### src/rtl/mdio_mgmt_pkg.sv
// Shared field positions, frame geometry and helpers for the PHY management controller.
// Assumes a 32-bit command word and the standard 64-bit-time management frame.
package mdio_mgmt_pkg;

    localparam int CMD_W      = 32;
    localparam int DATA_W     = 16;
    localparam int FLD_W      = 5;
    localparam int DATA_LSB   = 0;
    localparam int PHY_LSB    = 16;
    localparam int REG_LSB    = 21;
    localparam int OP_BIT     = 26;
    localparam int RVALID_BIT = 27;
    localparam int BUSY_BIT   = 28;

    localparam int PRE_BITS   = 32;
    localparam int HDR_BITS   = 2 + 2 + FLD_W + FLD_W;      // start, opcode, address, register
    localparam int TA_IDX     = PRE_BITS + HDR_BITS;        // first turnaround bit
    localparam int DATA_IDX   = TA_IDX + 2;                 // first data bit
    localparam int FRAME_BITS = DATA_IDX + DATA_W;

    typedef struct packed {
        logic              rd;
        logic [FLD_W-1:0]  regn;
        logic [FLD_W-1:0]  phy;
        logic [DATA_W-1:0] wdata;
    } mgmt_cmd_t;

    // Assemble the serial frame, MSB first; undriven read bits are filled with ones.
    function automatic logic [FRAME_BITS-1:0] build_frame(mgmt_cmd_t c);
        logic [1:0]        op;
        logic [1:0]        ta;
        logic [DATA_W-1:0] d;
        op = c.rd ? 2'b10 : 2'b01;
        ta = c.rd ? 2'b11 : 2'b10;
        d  = c.rd ? {DATA_W{1'b1}} : c.wdata;
        return {{PRE_BITS{1'b1}}, 2'b01, op, c.phy, c.regn, ta, d};
    endfunction

endpackage

### src/rtl/mdio_mdc_gen.sv
// MDC generator: divides the system clock by 2*DIV_HALF and flags the
// system-clock cycle on whose closing edge MDC falls or rises.
// Assumes DIV_HALF >= 1; MDC runs freely after reset, starting low.
module mdio_mdc_gen #(
    parameter int DIV_HALF = 2
) (
    input  logic clk,
    input  logic rst_n,
    output logic mdc_o,
    output logic fall_evt_o,
    output logic rise_evt_o
);
    localparam int CNT_W = (DIV_HALF > 1) ? $clog2(DIV_HALF) : 1;
    localparam logic [CNT_W-1:0] LAST = CNT_W'(DIV_HALF - 1);

    logic [CNT_W-1:0] ph_cnt;
    logic             mdc_q;
    logic             wrap;

    assign wrap       = (ph_cnt == LAST);
    assign fall_evt_o = wrap && mdc_q;
    assign rise_evt_o = wrap && !mdc_q;
    assign mdc_o      = mdc_q;

    // Half-period counter and MDC toggle.
    always_ff @(posedge clk) begin
        if (!rst_n) begin
            ph_cnt <= '0;
            mdc_q  <= 1'b0;
        end else if (wrap) begin
            ph_cnt <= '0;
            mdc_q  <= ~mdc_q;
        end else begin
            ph_cnt <= ph_cnt + 1'b1;
        end
    end

    // MDC only toggles at the end of a half period.
    assert_mdc_hold_R8: assert property (@(posedge clk) disable iff (!rst_n)
        !wrap |=> $stable(mdc_q));

endmodule

### src/rtl/mdio_frame_engine.sv
// Serial frame engine: shifts a 64-bit management frame out on falling MDC,
// releases MDIO during read turnaround and data, and shifts read data in on
// rising MDC. Assumes start_i is only pulsed while the engine is idle.
module mdio_frame_engine
    import mdio_mgmt_pkg::*;
(
    input  logic              clk,
    input  logic              rst_n,
    input  logic              start_i,
    input  mgmt_cmd_t         cmd_i,
    input  logic              fall_evt_i,
    input  logic              rise_evt_i,
    input  logic              mdc_i,
    input  logic              mdio_i,
    output logic              mdio_o,
    output logic              mdio_oe,
    output logic              done_o,
    output logic [DATA_W-1:0] rdata_o
);
    localparam int IDX_W = $clog2(FRAME_BITS);
    localparam logic [IDX_W-1:0] LAST_POS = IDX_W'(FRAME_BITS - 1);
    localparam logic [IDX_W-1:0] PRE_TA   = IDX_W'(TA_IDX - 1);
    localparam logic [IDX_W-1:0] DATA_POS = IDX_W'(DATA_IDX);

    logic                  run;
    logic                  first;
    logic                  is_rd;
    logic [IDX_W-1:0]      idx;
    logic [FRAME_BITS-1:0] shreg;
    logic [DATA_W-1:0]     rd_sh;

    assign rdata_o = rd_sh;

    // Frame sequencer: loads, shifts out on falling MDC, ends after the last bit.
    always_ff @(posedge clk) begin
        if (!rst_n) begin
            run     <= 1'b0;
            first   <= 1'b0;
            is_rd   <= 1'b0;
            idx     <= '0;
            shreg   <= '0;
            mdio_o  <= 1'b1;
            mdio_oe <= 1'b0;
            done_o  <= 1'b0;
        end else begin
            done_o <= 1'b0;
            if (start_i && !run) begin
                run   <= 1'b1;
                first <= 1'b1;
                is_rd <= cmd_i.rd;
                idx   <= '0;
                shreg <= build_frame(cmd_i);
            end else if (run && fall_evt_i) begin
                if (first) begin
                    first   <= 1'b0;
                    idx     <= '0;
                    mdio_o  <= shreg[FRAME_BITS-1];
                    mdio_oe <= 1'b1;
                end else if (idx == LAST_POS) begin
                    run     <= 1'b0;
                    mdio_o  <= 1'b1;
                    mdio_oe <= 1'b0;
                    done_o  <= 1'b1;
                end else begin
                    idx     <= idx + 1'b1;
                    shreg   <= {shreg[FRAME_BITS-2:0], 1'b0};
                    mdio_o  <= shreg[FRAME_BITS-2];
                    mdio_oe <= !(is_rd && (idx >= PRE_TA));
                end
            end
        end
    end

    // Read capture: shift in one data bit on each rising MDC of the data phase.
    always_ff @(posedge clk) begin
        if (!rst_n) begin
            rd_sh <= '0;
        end else if (run && !first && rise_evt_i && is_rd && (idx >= DATA_POS)) begin
            rd_sh <= {rd_sh[DATA_W-2:0], mdio_i};
        end
    end

    // Outgoing data moves only together with a falling MDC.
    assert_out_on_fall_R8: assert property (@(posedge clk) disable iff (!rst_n)
        (mdio_o != $past(mdio_o)) |-> $fell(mdc_i));

    // No drive during the turnaround or data phase of a read.
    assert_read_release_R6: assert property (@(posedge clk) disable iff (!rst_n)
        (run && is_rd && !first && (idx > PRE_TA)) |-> !mdio_oe);

endmodule

### src/rtl/mdio_mgmt_regs.sv
// Host-visible registers: packed command/status word and the 5-bit default
// PHY-address register. Accepts a command only while idle and launches the engine.
// Assumes done_i is a one-cycle pulse that arrives only while busy.
module mdio_mgmt_regs
    import mdio_mgmt_pkg::*;
(
    input  logic              clk,
    input  logic              rst_n,
    input  logic              cmd_we,
    input  logic [CMD_W-1:0]  cmd_wdata,
    output logic [CMD_W-1:0]  cmd_rdata,
    input  logic              phyad_we,
    input  logic [CMD_W-1:0]  phyad_wdata,
    output logic [CMD_W-1:0]  phyad_rdata,
    input  logic              done_i,
    input  logic [DATA_W-1:0] rdata_i,
    output logic              start_o,
    output mgmt_cmd_t         cmd_o
);
    mgmt_cmd_t        cmd_q;
    logic             busy;
    logic             rvalid;
    logic [FLD_W-1:0] phyad_q;
    logic             accept;

    assign accept = cmd_we && !busy;
    assign cmd_o  = cmd_q;

    // Command acceptance, busy tracking and read-result capture.
    always_ff @(posedge clk) begin
        if (!rst_n) begin
            cmd_q   <= '0;
            busy    <= 1'b0;
            rvalid  <= 1'b0;
            start_o <= 1'b0;
        end else begin
            start_o <= 1'b0;
            if (accept) begin
                cmd_q.rd    <= cmd_wdata[OP_BIT];
                cmd_q.regn  <= cmd_wdata[REG_LSB +: FLD_W];
                cmd_q.phy   <= cmd_wdata[PHY_LSB +: FLD_W];
                cmd_q.wdata <= cmd_wdata[DATA_LSB +: DATA_W];
                busy        <= 1'b1;
                rvalid      <= 1'b0;
                start_o     <= 1'b1;
            end else if (done_i) begin
                busy <= 1'b0;
                if (cmd_q.rd) begin
                    cmd_q.wdata <= rdata_i;
                    rvalid      <= 1'b1;
                end
            end
        end
    end

    // Default PHY address: only the low five bits are stored.
    always_ff @(posedge clk) begin
        if (!rst_n) begin
            phyad_q <= '0;
        end else if (phyad_we) begin
            phyad_q <= phyad_wdata[FLD_W-1:0];
        end
    end

    // Read-back assembly of the command/status word.
    always_comb begin
        cmd_rdata                        = '0;
        cmd_rdata[DATA_LSB +: DATA_W]    = cmd_q.wdata;
        cmd_rdata[PHY_LSB +: FLD_W]      = cmd_q.phy;
        cmd_rdata[REG_LSB +: FLD_W]      = cmd_q.regn;
        cmd_rdata[OP_BIT]                = cmd_q.rd;
        cmd_rdata[RVALID_BIT]            = rvalid;
        cmd_rdata[BUSY_BIT]              = busy;
    end

    // Read-back of the PHY-address register, upper bits zero.
    always_comb begin
        phyad_rdata              = '0;
        phyad_rdata[FLD_W-1:0]   = phyad_q;
    end

    // A command arriving while busy leaves the stored fields alone.
    assert_ignore_busy_R4: assert property (@(posedge clk) disable iff (!rst_n)
        (busy && cmd_we && !done_i) |=> $stable(cmd_q) && busy);

    // Accepting a command drops read-valid.
    assert_rvalid_clear_R7: assert property (@(posedge clk) disable iff (!rst_n)
        (cmd_we && !busy) |=> !rvalid);

    // Frame completion releases busy on the next edge.
    assert_busy_drop_R3: assert property (@(posedge clk) disable iff (!rst_n)
        done_i |=> !busy);

    // Read-valid is never shown together with busy.
    assert_flags_apart_R6: assert property (@(posedge clk) disable iff (!rst_n)
        rvalid |-> !busy);

endmodule

### src/rtl/mdio_mgmt_ctrl.sv
// Top level of the PHY management controller: host registers, MDC divider
// and serial frame engine. Assumes an external pad combines mdio_o/mdio_oe/mdio_i.
module mdio_mgmt_ctrl
    import mdio_mgmt_pkg::*;
#(
    parameter int DIV_HALF = 2
) (
    input  logic        clk,
    input  logic        rst_n,
    input  logic        cmd_we,
    input  logic [31:0] cmd_wdata,
    output logic [31:0] cmd_rdata,
    input  logic        phyad_we,
    input  logic [31:0] phyad_wdata,
    output logic [31:0] phyad_rdata,
    output logic        mdc,
    output logic        mdio_o,
    output logic        mdio_oe,
    input  logic        mdio_i
);
    logic              start;
    logic              done;
    logic              fall_evt;
    logic              rise_evt;
    logic [DATA_W-1:0] rdata;
    mgmt_cmd_t         cmd;

    mdio_mgmt_regs u_regs (
        .clk         (clk),
        .rst_n       (rst_n),
        .cmd_we      (cmd_we),
        .cmd_wdata   (cmd_wdata),
        .cmd_rdata   (cmd_rdata),
        .phyad_we    (phyad_we),
        .phyad_wdata (phyad_wdata),
        .phyad_rdata (phyad_rdata),
        .done_i      (done),
        .rdata_i     (rdata),
        .start_o     (start),
        .cmd_o       (cmd)
    );

    mdio_mdc_gen #(.DIV_HALF(DIV_HALF)) u_mdc (
        .clk        (clk),
        .rst_n      (rst_n),
        .mdc_o      (mdc),
        .fall_evt_o (fall_evt),
        .rise_evt_o (rise_evt)
    );

    mdio_frame_engine u_engine (
        .clk        (clk),
        .rst_n      (rst_n),
        .start_i    (start),
        .cmd_i      (cmd),
        .fall_evt_i (fall_evt),
        .rise_evt_i (rise_evt),
        .mdc_i      (mdc),
        .mdio_i     (mdio_i),
        .mdio_o     (mdio_o),
        .mdio_oe    (mdio_oe),
        .done_o     (done),
        .rdata_o    (rdata)
    );

    // MDIO is only driven inside a transaction.
    assert_oe_in_txn_R3: assert property (@(posedge clk) disable iff (!rst_n)
        !cmd_rdata[BUSY_BIT] |-> !mdio_oe);

endmodule

### config.mk
export PLATFORM = sky130hd
export DESIGN_NAME = mdio_mgmt_ctrl
export DESIGN_NICKNAME = d
export VERILOG_FILES = /design/src/rtl/mdio_mgmt_pkg.sv /design/src/rtl/mdio_mdc_gen.sv /design/src/rtl/mdio_frame_engine.sv /design/src/rtl/mdio_mgmt_regs.sv /design/src/rtl/mdio_mgmt_ctrl.sv
export SDC_FILE = /design/constraint.sdc
export NUM_CORES = 1
export LEC_CHECK = 0
export BUFFER_PORTS_ARGS = -buffer_cell sky130_fd_sc_hd__buf_4
export CAP_MARGIN = 20
export CORE_ASPECT_RATIO = 0.6
export CORE_MARGIN = 2
export CORE_UTILIZATION = 49
export DETAILED_ROUTE_END_ITERATION = 12
export HOLD_SLACK_MARGIN = 0.02
export PLACE_DENSITY = 0.77
export SLEW_MARGIN = 20
export SYNTH_ARGS = -nofsm -noshare
export SYNTH_HDL_FRONTEND = slang
export SYNTH_HIERARCHICAL = 1
export SYNTH_SLANG_ARGS = --single-unit
### constraint.sdc
create_clock -name clk -period 1.6 [get_ports clk]
set_input_delay 0.32 -clock clk [delete_from_list [all_inputs] [get_ports clk]]
set_output_delay 0.32 -clock clk [all_outputs]
set_load 0.1 [all_outputs]
After elaboration in Yosys (flattened, before gate mapping)
Index checks and enable logic that the tools add are counted. W data, S select, Z words.

Bits of input ports: 69. Register bits after elaboration: 129. Output and inout bits: 67. Logic and storage cells: 90.

Bitwise logic cells: 6. Equality and inequality tests: 4. Mux-type cells: 26. Magnitude comparators: 2. Add/sub/neg operators: 2. Reductions and logical operators: 30.

Operators with widths (number): $mux W64 (4); $mux W16 (4); $mux W1 (15); $ge A6 B6 Y1 const B (2); $mux W6 (2); $logic_and A1 B1 Y1 (10); $reduce_and A3 Y1 (3); $reduce_and A2 Y1 (4); $reduce_bool A2 Y1 (4); $add A6 B1 Y6 const B (1); $eq A6 B6 Y1 const B (1); $not A1 Y1 (6); $reduce_or A2 Y1 (3); $logic_not A1 Y1 (5); $ne A2 B1 Y1 const B (2); $reduce_or A4 Y1 (1); $mux W2 (1); $ne A2 B2 Y1 const B (1); $add A1 B1 Y1 const B (1).

Longest topological paths before layout
Depth after elaboration: 5. Gate-level depth with buffers: 7. Depth with buffers taken out: 6.

Modules after synthesis
The synthesis kept the hierarchy.

By module, submodules not included: mdio_frame_engine (times used 1, cells an instance 437, area each 3753.6 um^2); mdio_mgmt_regs (times used 1, cells an instance 226, area each 1941.9 um^2); mdio_mdc_gen (times used 1, cells an instance 7, area each 73.8 um^2).

Worst setup path after synthesis
Ideal clock, no wire load.

Path type: reg2reg. Start: register u_mdc.mdc_q, in the netlist u_mdc/mdc_o. End: register u_engine.mdio_o. Data arrival time: 2.055 ns. Stages on the path, launching flop included: 8. Library setup time: 0.125 ns. Path slack: -0.581 ns. Clock period less this slack: 2.181 ns. Path buffers: 2. Data required time: 1.475 ns. Cell sequence: dfxtp_1 > and2_1 > and3b_1 > o21ai_1 > buf_4 > buf_2 > o221ai_1 > nand2_1.

Word-level cells in the longest chain between the ends: 3.

RTL lines: from (decl) (RTL line mdio_mdc_gen.sv:17) `logic mdc_q;`; from (signal assigned) (RTL line mdio_mdc_gen.sv:32) `mdc_q <= ~mdc_q;`; $logic_and A1 B1 Y1 (RTL line mdio_mdc_gen.sv:21) `assign fall_evt_o = wrap && mdc_q;`; named net fall_evt (RTL line mdio_mgmt_ctrl.sv:23) `logic fall_evt;`; $logic_and A1 B1 Y1 (RTL line mdio_frame_engine.sv:53) `end else if (run && fall_evt_i) begin`; $reduce_and A2 Y1 (no line); to (signal assigned) (RTL line mdio_frame_engine.sv:57) `mdio_o <= shreg[FRAME_BITS-1];`; to (signal assigned) (RTL line mdio_frame_engine.sv:67) `mdio_o <= shreg[FRAME_BITS-2];`; to (decl) (RTL line mdio_frame_engine.sv:15) `output logic mdio_o,`.

The timed path passes the listed nets, and every way through them passes these cells. A chain may end at the register's enable or synchronous reset.

Worst setup path in the final report
Start: register u_engine.idx[1]. End: register u_engine.shreg[37].

Word-level cells in the longest chain between the ends: 3.

RTL lines: from (decl) (RTL line mdio_frame_engine.sv:28) `logic [IDX_W-1:0] idx;`; from (signal assigned) (RTL line mdio_frame_engine.sv:65) `idx <= idx + 1'b1;`; $eq A6 B6 Y1 (RTL line mdio_frame_engine.sv:59) `end else if (idx == LAST_POS) begin`; $ne A2 B1 Y1 (no line); $reduce_and A3 Y1 (no line); to (signal assigned) (RTL line mdio_frame_engine.sv:52) `shreg <= build_frame(cmd_i);`; to (signal assigned) (RTL line mdio_frame_engine.sv:66) `shreg <= {shreg[FRAME_BITS-2:0], 1'b0};`; to (decl) (RTL line mdio_frame_engine.sv:29) `logic [FRAME_BITS-1:0] shreg;`.

No other way between the ends.

==> flow_results.org <==
** Outcome
- The run finished, with violations left.
- Violated checks :: negative setup slack

** Place
- Input and output buffers added on the ports amount to 73.
- Post-Place Worst Slack :: -0.106 ns
- The HPWL after detailed placement is 8330 µm.
- Once placement completed, the tool counted placed cells totaling 852.
- At the end of routability-driven placement, the weighted congestion stood at 0.871.

** Global route
- Largest net degree at the start of global routing :: 58
- First-pass GRT wire length :: 21600 µm
- The via count of the first global-routing pass was 4595.
- Total congestion overflow :: 0
- The number of antenna violations at the first check in global routing was 0.
- For this run, the total global-route usage over all layers was measured as 21.6%.

** Cells and area
- Net count reported at finish :: 798
- Area Growth Syn to Fin :: 26.1%
- The repair_antennas step left the layout with diodes totalling 0.
- Of the cells placed in the final design, the portion with a size suffix greater than 1 is 26.4%.
- After filler insertion, the fill cell instance count of the layout stands at 859.
- The finished layout holds 899 standard cells, fillers aside.
- In the final layout, the multi-input gates occupy 2780 µm².
- Reg area :: 2590 µm²

** STA
- Layout Skew :: 0.00595 ns
- Minimum setup slack in the final design :: -0.0557 ns
- Max-slew headroom at the worst pin :: 46.5%
- Highest clock frequency the design can meet :: 0.604 GHz
- Hold timing on the final database bottoms out at a slack of 0.168 ns.
- After routing, the total negative slack on setup checks comes to -0.401 ns.
- Share of the cycle needed by the critical path after routing :: 103%
- Number of max-slew violations in the final report :: 0
- Count of final hold-check violations :: 0
- Setup violators final :: 20
- Setup repair after global routing missed its margin :: yes
- Minimum clock period after layout :: 1.66 ns
- At the pin with the least slew margin, the transition time is 0.802 ns.

** Die
- The core region is 11400 µm².
- Die area :: 12700 µm²
- Measured along the x axis, the die boundary spans 144 µm.
- The initial utilization of the core area, before any placement, comes to 50.7%.
- Number of ports placed on the die boundary :: 136
- The initialized floorplan defines 30 standard-cell rows.
- The die is 88.1 µm tall.

** Routing
- Wire length reported by the detailed router :: 14500 µm
- The first detailed-routing pass took 5 iterations.
- Via density per instance :: 5.50
- After detailed routing, the number of remaining DRC violations is 0.
- Detailed router's first-iteration violation count :: 437
- Remaining antenna violation count after routing :: 0
- WL per Instance :: 16.2 µm
- DR vias :: 4941

** Worst setup path
- Worst reg-to-reg path cell count :: 7
- Kind of end point of the critical path :: flop
- Data arrival at the endpoint of the critical path :: 1.99 ns
- Crit path launch type :: flop
- Tracing the worst setup path back leads to its startpoint at u_engine/idx[1].
- Along the worst path, the maximum fanout reaches 9.
- The startpoint identified for the worst register-to-register timing path is u_engine/idx[1].
- WS Path Type :: flop to flop
- Required @ worst endpoint :: 1.93 ns

** Pwr
- IR analysis of the VDD net gives a maximum drop of 0.822 mV.
- Registers are responsible for 40.7% of the overall power.
- Switching power as a share of total power :: 30.0%
- Gate power share :: 17.0%
- Design internal power :: 0.00606 W
- Ratio of total power to cell area :: 1190 nW/µm²
- Part of the total power dissipated in the clock network :: 42.2%
- Switching pwr :: 0.00260 W
- In this run the static leakage power is 2.97 nW.

** Clocking
- In this run the deepest clock path goes through 2 buffers.
- The root buffer cell chosen for the clock tree is clkbuf_16.
- The clock reaches the later pin of the worst-skew pair after 0.42 ns.
- Clock slew at the register clock pins of the worst setup and hold paths :: 0.05 ns
- Clk sinks :: 129
- Clock tree from TritonCTS :: done
- Number of hold buffers added after cts :: 0
- CTS Buf Count :: 17
- The H-tree was split into 4 levels.

** Synth
- After synthesis, the mean cell area works out to 8.61 µm².
- Counting flops with an async set or reset pin after synthesis yields a share of 0%.
- Seq/Total Area, Yosys :: 44.8%
- Combined area of all synthesized cells :: 5770 µm²
- Post-synth top flop :: dfxtp_1
- The synthesized netlist contains 40 unique library cells.
- The synthesized design spends more area on one cell type than any other, namely dfxtp_1.
- Number of flops mapped to enable cells by yosys :: 0
- By area the synthesized netlist is led by dfxtp_1, buf_4, nor3_1, nor2_1, nand2_1.
- Of the post-synthesis cell area, the dominant cell type holds 44.8%.
- Top post-synthesis cells by count :: dfxtp_1, nor3_1, nor2_1, nand2_1, buf_4
- Total number of yosys warnings :: 6
- Post-synthesis sequential element count :: 129
- Synthesis produced 670 cells.
- Top-count cell post-synth :: dfxtp_1

** Worst hold path
- Worst Hold Launch :: cmd_wdata[23]
- The worst hold path belongs to the class primary input to flop.
- Depth of the worst hold-timing path :: 3

** Job
- The tool flagged a number of max-cap violations equal to 0.
## worst max-delay path, stage by stage, from the launching register on
cell	delay, ns
dfxtp_2	0.33
ha_4	0.16
and3_4	0.20
a31oi_4	0.28
buf_6	0.19
clkbuf_16	0.17
nor3_1	0.06
nor3b_1	0.19
## power by group through the flow
stage          Clock [W]  Combinational (W)  Sequential, W
3_3_place_gp           0            0.00138        0.00357
3_5_place_dp           0            0.00141        0.00358
2_1_floorplan          0            0.00120        0.00362
6_report         0.00366            0.00147        0.00353
5_1_grt          0.00384            0.00155        0.00354
4_1_cts          0.00369            0.00142        0.00352
## metal layers
| layer | up-vias | wire length, µm | global-route usage [%] |
|---|---|---|---|
| li1 | 2328 | - | - |
| met1 | 2328 | 6300 | 27.2 |
| met2 | 255 | 6630 | 35.5 |
| met3 | 30 | 1330 | 7.16 |
| met4 | 0 | 272 | 7.13 |
| met5 | - | 0 | 0 |
## placed cells by master (no fill, tap or decap), drive strengths merged, types with 3 or more instances in the layout
cell	count
dfxtp	129
nand3	7
conb	30
nor3b	33
mux2i	22
and2	4
nor2b	26
nand2b	4
nor3	93
a31oi	21
o31ai	17
nor2	68
a21boi	12
o21ai	30
inv	4
nand2	66
a21oi	5
buf	110
clkbuf	27
ha	3
clkinv	8
## per-stage QoR
step | power, W | utilization, % | area (µm²)
2_1_floorplan | 0.00482 | - | 5910
3_3_place_gp | 0.00495 | 55.2 | 6270
3_5_place_dp | 0.00499 | 55.2 | 6270
4_1_cts | 0.00863 | 61.1 | 6950
5_1_grt | 0.00893 | 64.0 | 7280
6_report | 0.00866 | 64.0 | 7280
## flip-flops by register name (all words and copies together), names as in the netlist, 5 cells and up
| signal | flops |
|---|---|
| u_engine/rdata_o | 16 |
| u_regs/cmd_o | 27 |
| u_engine/idx | 6 |
| u_regs/phyad_q | 5 |
| u_engine/shreg | 64 |
## cells by family after synthesis
logic type / after synthesis / synth area share, %
mux: 22 / 3.82
flops: 129 / 44.8
compound gates: 93 / 11.5
fa+ha+maj: 3 / 0.651
simple gates: 310 / 26.9
other cells: 1 / 0.0650
buf+inv: 112 / 12.3
## area by class of cell
type | instances | area share [%]
clock buffer | 21 | 6.05
tap | 160 | 2.75
multi-input combinational | 458 | 38.2
inverter | 4 | 0.206
clock inverter | 11 | 1.58
sequential | 129 | 35.6
timing repair buffer | 116 | 15.6
## timing repair
item,4_1_cts,5_1_grt
setup endpoints to repair,62,79
cloned,2,6
endpoints found under the hold margin,0,0
gates resized for setup,12,34
setup buffers,2,7
pin swaps,3,15
## worst paths after layout
check | slack [ns] | endpoint
worst max-delay path | -0.06 | u_engine/shreg[37]
worst min-delay path | 0.17 | u_regs/cmd_o[23]
worst max register to register | -0.06 | u_engine/shreg[37]
worst min register to register | 0.42 | u_mdc/ph_cnt
No activity file was read; power rests on OpenSTA's default activity.
